`src/rtl/adc_scan_pkg.sv`:
```
package adc_scan_pkg;
  localparam int CH_W  = 4;
  localparam int RES_W = 10;

  typedef enum logic [1:0] {
    SQ_IDLE = 2'd0,
    SQ_REQ  = 2'd1,
    SQ_WAIT = 2'd2
  } sq_state_e;

  // Byte view of a stored result; lo selects the low byte, ral the right layout
  function automatic logic [7:0] fmt_byte(input logic [RES_W-1:0] r,
                                          input logic lo, input logic ral);
    if (ral) return lo ? r[7:0] : {6'b0, r[9:8]};
    else     return lo ? {r[1:0], 6'b0} : r[9:2];
  endfunction
endpackage

```
`src/rtl/adc_scan_regs.sv`:
```
module adc_scan_regs
  import adc_scan_pkg::*;
#(
  parameter int N_CH = 10
) (
  input  logic            clk,
  input  logic            rst_n,
  input  logic            csr_wr,
  input  logic            cra_wr,
  input  logic            crb_wr,
  input  logic [7:0]      wdata,
  input  logic            pass_done,
  output logic [CH_W-1:0] last_eff,
  output logic            scan_en,
  output logic            cont_en,
  output logic            ralign,
  output logic            pwr_on,
  output logic            start,
  output logic            eoc_irq,
  output logic [7:0]      csr_byte,
  output logic [7:0]      cra_byte,
  output logic [7:0]      crb_byte
);
  localparam logic [CH_W-1:0] MAX_CH = CH_W'(N_CH - 1);

  logic [CH_W-1:0] last_q;
  logic            eoc_q, ie_q;

  always_ff @(posedge clk) begin
    if (!rst_n) begin
      last_q  <= '0;
      eoc_q   <= 1'b0;
      ie_q    <= 1'b0;
      pwr_on  <= 1'b0;
      cont_en <= 1'b0;
      scan_en <= 1'b0;
      ralign  <= 1'b0;
    end else begin
      if (csr_wr) begin
        last_q <= wdata[3:0];
        ie_q   <= wdata[5];
      end
      if (pass_done)                eoc_q <= 1'b1;
      else if (csr_wr && !wdata[7]) eoc_q <= 1'b0;
      if (cra_wr) begin
        pwr_on  <= wdata[0];
        cont_en <= wdata[1];
      end
      if (crb_wr) begin
        scan_en <= wdata[1];
        ralign  <= wdata[3];
      end
    end
  end

  assign start    = cra_wr && wdata[0] && pwr_on;
  assign last_eff = (last_q > MAX_CH) ? MAX_CH : last_q;
  assign eoc_irq  = eoc_q && ie_q;
  assign csr_byte = {eoc_q, 1'b0, ie_q, 1'b0, last_q};
  assign cra_byte = {6'b0, cont_en, pwr_on};
  assign crb_byte = {4'b0, ralign, 1'b0, scan_en, 1'b0};

  assert_eoc_rise_R6: assert property (@(posedge clk) disable iff (!rst_n)
    $rose(eoc_q) |-> $past(pass_done));
  assert_eoc_clear_R7: assert property (@(posedge clk) disable iff (!rst_n)
    $fell(eoc_q) |-> $past(csr_wr && !wdata[7]));
  assert_set_wins_R7: assert property (@(posedge clk) disable iff (!rst_n)
    pass_done |=> eoc_q);
endmodule

```
`src/rtl/adc_scan_fsm.sv`:
```
module adc_scan_fsm
  import adc_scan_pkg::*;
#(
  parameter int N_CH = 10
) (
  input  logic            clk,
  input  logic            rst_n,
  input  logic            pwr_on,
  input  logic            start,
  input  logic            scan_en,
  input  logic            cont_en,
  input  logic [CH_W-1:0] last_ch,
  output logic            req_valid,
  input  logic            req_ready,
  output logic [CH_W-1:0] req_ch,
  input  logic            res_valid,
  output logic            store,
  output logic            pass_done
);
  sq_state_e       state;
  logic [CH_W-1:0] cur_ch, first_ch;
  logic            last_hit;

  assign first_ch  = scan_en ? '0 : last_ch;
  assign last_hit  = !scan_en || (cur_ch >= last_ch);
  assign req_valid = pwr_on && (state == SQ_REQ);
  assign req_ch    = cur_ch;
  assign store     = pwr_on && (state == SQ_WAIT) && res_valid;
  assign pass_done = store && last_hit;

  always_ff @(posedge clk) begin
    if (!rst_n) begin
      state  <= SQ_IDLE;
      cur_ch <= '0;
    end else if (!pwr_on) begin
      state  <= SQ_IDLE;
    end else begin
      unique case (state)
        SQ_IDLE: if (start) begin
          state  <= SQ_REQ;
          cur_ch <= first_ch;
        end
        SQ_REQ: if (req_ready) state <= SQ_WAIT;
        SQ_WAIT: if (res_valid) begin
          if (!last_hit) begin
            cur_ch <= cur_ch + 1'b1;
            state  <= SQ_REQ;
          end else if (cont_en) begin
            cur_ch <= first_ch;
            state  <= SQ_REQ;
          end else begin
            state  <= SQ_IDLE;
          end
        end
        default: state <= SQ_IDLE;
      endcase
    end
  end

  assert_req_hold_R3: assert property (@(posedge clk) disable iff (!rst_n)
    (req_valid && !req_ready && pwr_on) |=> (req_valid && $stable(req_ch)));
  assert_single_outstanding_R3: assert property (@(posedge clk) disable iff (!rst_n)
    (req_valid && req_ready) |=> !req_valid);
  assert_req_range_R11: assert property (@(posedge clk) disable iff (!rst_n)
    req_valid |-> (req_ch < CH_W'(N_CH)));
  assert_pwr_abort_R12: assert property (@(posedge clk) disable iff (!rst_n)
    !pwr_on |-> !req_valid);
endmodule

```
`src/rtl/adc_scan_buf.sv`:
```
module adc_scan_buf
  import adc_scan_pkg::*;
#(
  parameter int N_CH = 10
) (
  input  logic             clk,
  input  logic             rst_n,
  input  logic             store,
  input  logic [CH_W-1:0]  wr_ch,
  input  logic [RES_W-1:0] wr_data,
  input  logic             rd_en,
  input  logic [CH_W-1:0]  rd_ch,
  input  logic             rd_lo,
  input  logic             ralign,
  output logic [7:0]       rd_byte
);
  logic [RES_W-1:0] slot [N_CH];

  for (genvar g = 0; g < N_CH; g++) begin : g_slot
    always_ff @(posedge clk) begin
      if (!rst_n)                                  slot[g] <= '0;
      else if (store && (wr_ch == CH_W'(g)))       slot[g] <= wr_data;
    end
  end

  always_comb begin
    rd_byte = 8'h00;
    if (rd_en && (rd_ch < CH_W'(N_CH)))
      rd_byte = fmt_byte(slot[rd_ch], rd_lo, ralign);
  end
endmodule

```
`src/rtl/adc_scan_seq.sv`:
```
module adc_scan_seq
  import adc_scan_pkg::*;
#(
  parameter int N_CH   = 10,
  parameter int ADDR_W = 6
) (
  input  logic              clk,
  input  logic              rst_n,
  input  logic              reg_wr,
  input  logic [ADDR_W-1:0] reg_addr,
  input  logic [7:0]        reg_wdata,
  output logic [7:0]        reg_rdata,
  output logic              conv_req_valid,
  input  logic              conv_req_ready,
  output logic [3:0]        conv_req_ch,
  input  logic              conv_res_valid,
  input  logic [9:0]        conv_res_data,
  output logic              eoc_irq
);
  localparam logic [ADDR_W-1:0] A_CSR   = ADDR_W'(0);
  localparam logic [ADDR_W-1:0] A_CRA   = ADDR_W'(1);
  localparam logic [ADDR_W-1:0] A_CRB   = ADDR_W'(2);
  localparam logic [ADDR_W-1:0] A_BUF   = ADDR_W'(16);
  localparam logic [ADDR_W-1:0] A_BUFE  = ADDR_W'(16 + 2 * N_CH);

  logic            csr_wr, cra_wr, crb_wr;
  logic [CH_W-1:0] last_eff;
  logic            scan_en, cont_en, ralign, pwr_on, start;
  logic            store, pass_done;
  logic [7:0]      csr_byte, cra_byte, crb_byte, buf_byte;
  logic            in_buf;
  logic [ADDR_W-1:0] off;

  assign csr_wr = reg_wr && (reg_addr == A_CSR);
  assign cra_wr = reg_wr && (reg_addr == A_CRA);
  assign crb_wr = reg_wr && (reg_addr == A_CRB);
  assign in_buf = (reg_addr >= A_BUF) && (reg_addr < A_BUFE);
  assign off    = reg_addr - A_BUF;

  adc_scan_regs #(.N_CH(N_CH)) u_regs (
    .clk, .rst_n, .csr_wr, .cra_wr, .crb_wr, .wdata(reg_wdata),
    .pass_done, .last_eff, .scan_en, .cont_en, .ralign, .pwr_on, .start,
    .eoc_irq, .csr_byte, .cra_byte, .crb_byte
  );

  adc_scan_fsm #(.N_CH(N_CH)) u_fsm (
    .clk, .rst_n, .pwr_on, .start, .scan_en, .cont_en, .last_ch(last_eff),
    .req_valid(conv_req_valid), .req_ready(conv_req_ready),
    .req_ch(conv_req_ch), .res_valid(conv_res_valid), .store, .pass_done
  );

  adc_scan_buf #(.N_CH(N_CH)) u_buf (
    .clk, .rst_n, .store, .wr_ch(conv_req_ch), .wr_data(conv_res_data),
    .rd_en(in_buf), .rd_ch(CH_W'(off >> 1)), .rd_lo(off[0]), .ralign,
    .rd_byte(buf_byte)
  );

  always_comb begin
    unique case (1'b1)
      (reg_addr == A_CSR): reg_rdata = csr_byte;
      (reg_addr == A_CRA): reg_rdata = cra_byte;
      (reg_addr == A_CRB): reg_rdata = crb_byte;
      in_buf:              reg_rdata = buf_byte;
      default:             reg_rdata = 8'h00;
    endcase
  end
endmodule

```
`config.mk`:
```
export PLATFORM = sky130hd
export DESIGN_NAME = adc_scan_seq
export DESIGN_NICKNAME = d
export VERILOG_FILES = /design/src/rtl/adc_scan_pkg.sv /design/src/rtl/adc_scan_regs.sv /design/src/rtl/adc_scan_fsm.sv /design/src/rtl/adc_scan_buf.sv /design/src/rtl/adc_scan_seq.sv
export SDC_FILE = /design/constraint.sdc
export NUM_CORES = 1
export LEC_CHECK = 0
export ABC_AREA = 1
export BUFFER_PORTS_ARGS = -buffer_cell sky130_fd_sc_hd__buf_2
export CAP_MARGIN = 0
export CORE_MARGIN = 1.5
export CORE_UTILIZATION = 45
export DETAILED_ROUTE_END_ITERATION = 8
export GPL_ROUTABILITY_DRIVEN = 0
export PLACE_DENSITY = 0.67
export SYNTH_ARGS = -nofsm -noshare
export SYNTH_HDL_FRONTEND = slang
export SYNTH_HIERARCHICAL = 1
export SYNTH_SLANG_ARGS = --single-unit
```
`constraint.sdc`:
```
create_clock -name clk -period 2.31 [get_ports clk]
set_input_delay 0 -clock clk [delete_from_list [all_inputs] [get_ports clk]]
set_output_delay 0 -clock clk [all_outputs]
set_load 0.01 [all_outputs]
```
=== After elaboration in Yosys (flattened, before gate mapping) ===
Memory sizes are Yosys's and may differ from the RTL's.
Cells that the tools add are included.

* Bits of input ports: 29
* Bits in registers: 16
* Output and inout bits: 14
* Logic and storage cells: 139
* Memories kept: 1
* Memory bits (writable): 100

* $lt $le $gt $ge: 5
* Reduce and logical (&&, ||, !) cells: 34
* Equal/unequal tests: 17
* Mux-type cells: 61
* Add/sub/neg operators: 2
* Bitwise logic cells: 10

{| class="wikitable"
|+ Memories
! name !! depth !! width !! rd ports !! clocked after Yosys merged registers in !! wr ports !! line !! source
|-
| u_buf.slot || 10 || 10 || 1 || 0 || 10 || adc_scan_buf.sv:17 || <nowiki>logic [RES_W-1:0] slot [N_CH];</nowiki>
|}

{| class="wikitable"
|+ Operator list
! operator !! number
|-
| 10-bit 2-to-1 mux || 10
|-
| 1-bit 2-to-1 mux || 34
|-
| 8-bit 2-to-1 mux || 4
|-
| 8-bit one-hot mux with 4 select lines || 1
|-
| 4-bit 2-to-1 mux || 6
|-
| 1-bit logical AND || 23
|-
| 4-bit by 3-bit == test with 1-bit output (second input constant) || 4
|-
| 1-bit bitwise OR || 10
|-
| 4-bit by 2-bit == test with 1-bit output (second input constant) || 2
|-
| 4-bit == test (second input constant) || 2
|-
| 2-bit 2-to-1 mux || 4
|-
| 4-bit one-hot mux with 2 select lines || 1
|-
| 6-bit by 1-bit == test with 1-bit output (second input constant) || 1
|-
| 6-bit by 2-bit == test with 1-bit output (second input constant) || 1
|-
| 6-bit by 5-bit >= comparator with 1-bit output (second input constant) || 1
|-
| 6-bit zero test || 1
|-
| 6-bit < comparator (second input constant) || 1
|-
| 2-bit != test (second input constant) || 3
|-
| 2-bit one-hot mux with 3 select lines || 1
|-
| 5-bit AND reduction || 1
|-
| 5-bit subtractor (second input constant) || 1
|-
| 4-bit by 1-bit adder with 4-bit output (second input constant) || 1
|-
| 4-bit by 1-bit == test with 1-bit output (second input constant) || 1
|-
| 4-bit >= comparator || 1
|-
| 12 further kinds || 14
|}

=== Depth between registers and ports, before layout ===
Gate-level depths: netlist (run 1).

* Depth in word-level cells: 8
* Gate-level depth with buffers: 14
* Gate-level depth less buffers: 14

=== Hierarchy ===
The synthesis (run 1) kept the hierarchy.

{| class="wikitable"
|+ By module, submodules not included
! module !! cells an instance !! sequential area each (um2) !! instances !! area an instance (um2)
|-
| adc_scan_buf || 522 || 3002.9 || 1 || 4844.6
|-
| adc_scan_regs || 80 || 200.2 || 1 || 555.5
|-
| adc_scan_fsm || 91 || 120.1 || 1 || 544.3
|-
| adc_scan_seq || 64 || 0.0 || 1 || 379.1
|}

=== Least setup slack after synthesis (run 1) ===
No wires, ideal clock.

* Path kind: reg-to-reg
* From: register u_regs.pwr_on
* To: memory u_buf.slot[0][0], enable pin
* Cell stages (with the launch flop): 7
* Setup time: 0.391 ns
* Path slack: -0.065 ns
* Path buffers: 0
* Clock period less this slack: 2.375 ns
* Data required time: 1.919 ns
* Arrival: 1.984 ns
* Cell sequence: dfxtp_1 inv_1 nor3_1 inv_1 nor3_2 inv_1 o21ai_0

{| class="wikitable"
|+ RTL lines
! what !! line !! source
|-
| from (decl) || adc_scan_regs.sv:17 || <nowiki>output logic pwr_on,</nowiki>
|-
| from (signal assigned) || adc_scan_regs.sv:46 || <nowiki>pwr_on <= wdata[0];</nowiki>
|-
| to (decl) || adc_scan_buf.sv:17 ||
|}

==> impl_metrics.ini, run 1 <==
[outcome]
status = finished, final reports clean

[detailed_routing]
wirelength_met1_um = 6810
wl_met2_um = 7760
dr_wl_met3_um = 964
wl_per_cell_um = 15.7
ant_nets = 0
wl_um = 15800
topRoutingLayerUsed = met4
num_vias = 5151
routed_via_density = 5.11
drc = 0
drtIter0Drc = 546
dr.pass1.iters = 5

[worst_hold_path]
min_path_type = in2reg

[synthesis]
synth_edf_count = 100
ys_ff_latch = 116
synth_ff_type = edfxtp_1
synth_top_area_share = 0.475
yosys_warnings = 6
syn_avg_cell_area_um2 = 8.35
ys_types = 33
synth_top_cell_by_area = edfxtp_1
synth_cells = 757
yosysSeqAreaShare = 0.526
synth_top_cells_by_area = edfxtp_1, nor2_1, nand2_1
netlist_area_um2 = 6320
async_flop_share = 0

[layout]
multi_input_area_um2 = 2420
final_cells = 1009
syn_to_final_growth_pct = 16.7
finalNetCount = 851
n_antenna_cell = 0
drive_gt1_frac = 0.141
fillers = 1280
seqCellArea_um2 = 3320

[worst_setup_path]
cp_common_cell = nand2_1
crit_family = simple AND/OR/NAND/NOR gates
crit_chain = nand2_1, nor3_1, inv_1, nor3_2, nand2_1, nand2_1
r2r_slack_ns = 0.29
crit_path_start_kind = flop
crit_slowest_cell = nand2_1
critPathCaptureType = flop
critPathMaxStageDelay_ns = 0.38
path_class = reg2reg
cp_num_buf_inv = 1
worstPathRequired_ns = 2.36
crit_arrival_ns = 2.07
path_max_fanout = 10

[global_routing]
grt_use_total = 0.232
grt_pass1_wl_um = 25400
grt_overflow = 0
grt_max_degree = 60
antenna_found_initial = 0
grt_pass1_vias = 4814

[clocking]
cts-buffers-inserted = 17
htreeDepth = 4
clk_latency_ns = 0.41
cts_tree = yes
clockRootBuffer = clkbuf_16
cts.sinks = 116
clk_pin_slew_ns = 0.05
clockBufferDepth = 2

[power]
p_per_area_nw_per_um2 = 750
vdd_drop_max_mv = 0.458
p_leak_nw = 3.16

[timing]
final_max_slew_viol_count = 0
period_share = 0.874
setup_viol = 0
worst_slack_ns = 0.292
period_needed_ns = 2.02
slew_headroom = 0.653
worst_pin_slew_ns = 0.519
finalHoldViolations = 0
skew_ns = 0.00486
rsz0062_at_grt = false
fmax_mhz = 496

[die]
die_h_um = 122
coreArea_um2 = 13800
io_pins = 43
die_area_um2 = 14800
rows = 43
start_util = 0.459
die_w_um = 122

[placement]
hpwl_um = 10400
place_ws_ns = 0.320
dp_cells = 969
io_buffer_count = 40

[flow_run]
drv_cap = 0
## cells in the final DEF, fill, tap and decap left out, drive strengths merged
| cell | count |
|---|---|
| nor2 | 171 |
| nand2 | 161 |
| edfxtp | 100 |
| inv | 73 |
| nand3 | 68 |
| buf | 63 |
| o21ai | 35 |
| nand4 | 34 |
| a21oi | 21 |
| clkbuf | 19 |
| clkinv | 17 |
| dfxtp | 16 |
| conb | 14 |
| dlygate4sd3 | 9 |
| bufinv | 5 |
| o211ai | 5 |
| ha | 5 |
| nor3 | 5 |
| a21boi | 2 |
| or2 | 2 |
| nor3b | 2 |
| clkinvlp | 1 |
| nand3b | 1 |
## worst paths after layout
check                      start          endpoint  cells past startpoint
hold reg to reg     u_regs/eoc_q      u_regs/eoc_q                      2
hold / removal            reg_wr     u_regs/pwr_on                      5
setup / recovery  u_fsm/state[1]  u_buf/slot[8][8]                      6
setup reg to reg  u_fsm/state[1]  u_buf/slot[8][8]                      6
## worst min-delay path, stage by stage
cell,delay (ns)
buf_2,0.10
inv_1,0.08
nor2_1,0.08
nand2_1,0.09
a21oi_1,0.07
## what timing repair did
action	CTS	global route
hold endpoints to repair	12	0
resized for setup	0	0
hold buffers	9	0
setup buffers	0	0
## where the power goes
group | total (W) | internal, W | switching, W | leakage, nW
Sequential | 0.00235 | 0.00233 | 0.0000167 | 1.16
Clock | 0.00279 | 0.00189 | 0.000899 | 0.297
Combinational | 0.000403 | 0.000119 | 0.000284 | 1.70
Total | 0.00554 | 0.00434 | 0.00120 | 3.16
## logic make-up after synthesis
logic type	after synthesis	share of synthesized area
AOI/OAI and AO/OA	63	0.0532
and+or+nand+nor	444	0.311
adders and majority gates	5	0.00989
DFF	116	0.526
buffers and inverters	128	0.0995
other	1	0.000593
## sequential cells by signal (all words and copies together) (netlist names)
register	flops
u_regs/ie_q	1
u_buf/slot	100
u_regs/pwr_on	1
u_fsm/state	2
u_regs/ralign	1
u_fsm/req_ch	4
u_regs/cont_en	1
u_regs/eoc_q	1
u_regs/last_q	4
u_regs/scan_en	1
## synthesized netlist by cell type, types with 3 or more instances
cell type,instances
nand2_1,157
nand2_2,3
dfxtp_1,16
buf_4,27
ha_1,5
nor3_2,3
edfxtp_1,100
inv_1,70
nand3_1,61
a21oi_1,21
o21ai_0,32
inv_2,3
nor2_2,5
clkinv_1,11
buf_6,5
clkbuf_1,4
nand3_2,7
nor2_1,165
o211ai_1,5
nand4_1,32
buf_2,8
## metal layers
metal	track usage	vias to the layer above
met4	0.0882	0
met3	0.0403	19
li1	-	2590
met5	0	-
met1	0.316	2379
met2	0.371	163
## metrics by stage
| step | cell area [um2] | total power (W) | hold WS (ns) | utilization | setup TNS [ns] |
|---|---|---|---|---|---|
| floorplan | 6370 | 0.00265 | 0.120 | - | -2.59 |
| global placement | 6670 | 0.00277 | 0.226 | 0.484 | 0 |
| detailed placement | 6670 | 0.00277 | 0.230 | 0.484 | 0 |
| CTS | 7380 | 0.00557 | 0.0380 | 0.536 | 0 |
| global route | 7380 | 0.00573 | 0.112 | 0.536 | 0 |
| finish | 7380 | 0.00554 | 0.0617 | 0.536 | 0 |
## area by class of cell
type | instances | area share
Clock inverter | 12 | 0.0253
Timing Repair Buffer | 72 | 0.0644
Sequential cell | 116 | 0.450
Inverter | 84 | 0.0427
Tap cell | 180 | 0.0305
Clock buffer | 19 | 0.0587
Multi-Input combinational cell | 526 | 0.328
(Power assumes the default switching activity.)
==> run 2, diff against run 1 <==
Settings changed: PLACE_DENSITY 0.67 to 0.64.
Clock period 2.31 ns to 1.9 ns, I/O delays scaled along.
==> run 2 against run 1 <==
Against the previous run: clock skew is 0.0043 ns higher; routed wire length is 6.9% higher; setup slack lost 0.29 ns; non-clock buffer count grew 16; final area rose by 6.2%; clock power is 27% higher; sequential cell count did not move; die area unchanged; cell count rose by 1.7%; critical path depth rose by 4; largest cell class unchanged; largest power group unchanged.
==> impl_metrics.ini, run 2 (same netlist as run 1, synthesis figures left out) <==
[outcome]
status = finished, final reports clean

[power]
p_per_area_nw_per_um2 = 888
vdd_drop_max_mv = 0.521
p_leak_nw = 3.31
finalPower_w = 0.00696

[timing]
worst_pin_slew_ns = 0.674
tns_ns = 0
period_needed_ns = 1.90
setup_viol = 0
final_max_slew_viol_count = 0
period_share = 0.998
slew_headroom = 0.548
fmax_mhz = 528
hold_slack_ns = 0.0477
skew_ns = 0.00921
worst_slack_ns = 0.00446
finalHoldViolations = 0
rsz0062_at_grt = true

[layout]
finalNetCount = 867
final_common_cell = nor2_1
largest_register_ffs = 100
multi_input_area_um2 = 2690
n_antenna_cell = 0
design_area_um2 = 7840
seqCellArea_um2 = 3330
final_cell_mix = nor2_1, nand2_1, edfxtp_1
syn_to_final_growth_pct = 23.9
fillers = 1264
drive_gt1_frac = 0.236
top_register = u_buf/slot

[global_routing]
antenna_found_initial = 0
grt_pass1_wl_um = 26400
grt_overflow = 0
grt_max_degree = 50
grt_pass1_vias = 5220
grt_use_total = 0.235

[worst_setup_path]
crit_path_start_kind = flop
crit_arrival_ns = 1.90
worstPathRequired_ns = 1.90
crit_path_start = u_buf/slot[0][9]
rr_startpoint = u_regs/last_q[1]
r2r_cells = 14
crit_end = reg_rdata[7]
r2r_slack_ns = 0.05
rr_endpoint = u_fsm/req_ch[2]
critPathCaptureType = output port
path_max_fanout = 2
path_class = reg2out

[clocking]
cts-buffers-inserted = 17
clockRootBuffer = clkbuf_16
clk_pin_slew_ns = 0.05
clockBufferDepth = 2
cts_tree = yes
cts.sinks = 116
htreeDepth = 4
clk_latency_ns = 0.41

[placement]
place_ws_ns = 0.0719
io_buffer_count = 40
hpwl_um = 11200
dpl_cell_area_um2 = 6800

[die]
die_area_um2 = 14800
rows = 43
io_pins = 43
coreArea_um2 = 13800
start_util = 0.459
die_h_um = 122
die_w_um = 122

[detailed_routing]
num_vias = 5503
drtIter0Drc = 512
dr.pass1.iters = 5
routed_via_density = 5.36
wl_per_cell_um = 16.5
drc = 0
wl_um = 16900
ant_nets = 0

[worst_hold_path]
min_path_type = in2reg

[flow_run]
drv_cap = 0
-- run 2: layout make-up --
type / count / share of cell area
clock buffer: 18 / 0.0548
clock inverter: 14 / 0.0283
inverter: 84 / 0.0402
multi-input combinational: 526 / 0.343
sequential: 116 / 0.425
tap: 180 / 0.0287
timing repair buffer: 88 / 0.0808
-- run 2: how the worst min path moves through the flow --
stage	start	cells past startpoint	slack, ns	endpoint
after floorplan	rst_n	2	0.12	u_fsm/req_ch[1]
after global placement	reg_wdata[5]	3	0.22	u_regs/ie_q
after detailed placement	reg_wdata[2]	3	0.24	u_regs/last_q[2]
after CTS	reg_wr	5	0.04	u_regs/ralign
after global routing	reg_wr	5	0.11	u_regs/scan_en
final	reg_wr	5	0.05	u_regs/ralign
-- run 2: through the flow --
step / util / std cells
6_report: 0.569 / 1026
5_1_grt: 0.569 / 1026
4_1_cts: 0.549 / 1022
3_5_place_dp: 0.493 / 981
3_3_place_gp: 0.493 / 981
2_1_floorplan: - / 770
-- run 2: metal layers --
layer / up-vias / global-route usage / routed length, um
li1: 2631 / - / -
met4: 0 / 0.0963 / 344
met5: - / 0 / 0
met3: 25 / 0.0496 / 992
met1: 2641 / 0.304 / 7040
met2: 206 / 0.386 / 8520
-- run 2: report_power, final --
group | internal, W | leakage (nW) | switching (W)
Combinational | 0.000177 | 1.84 | 0.000382
Sequential | 0.00283 | 1.16 | 0.0000222
Clock | 0.00235 | 0.310 | 0.00120
-- run 2: worst max-delay path, cell delays in order (launching register included) --
cell and delay (ns):
edfxtp_1 0.37, or2_4 0.24, nand3_2 0.07, nand3_2 0.11
nand3_2 0.12, nand2_2 0.08, nand3_1 0.09, a21oi_1 0.07
nand3_1 0.11, nand4_1 0.08, buf_2 0.15
-- run 2: timing repair --
item,in CTS,in global routing
pin swaps,1,43
setup buffers,0,4
hold buffers,9,0
resized for setup,5,70
endpoints found under the hold margin,12,0
endpoints found under the setup margin,5,53
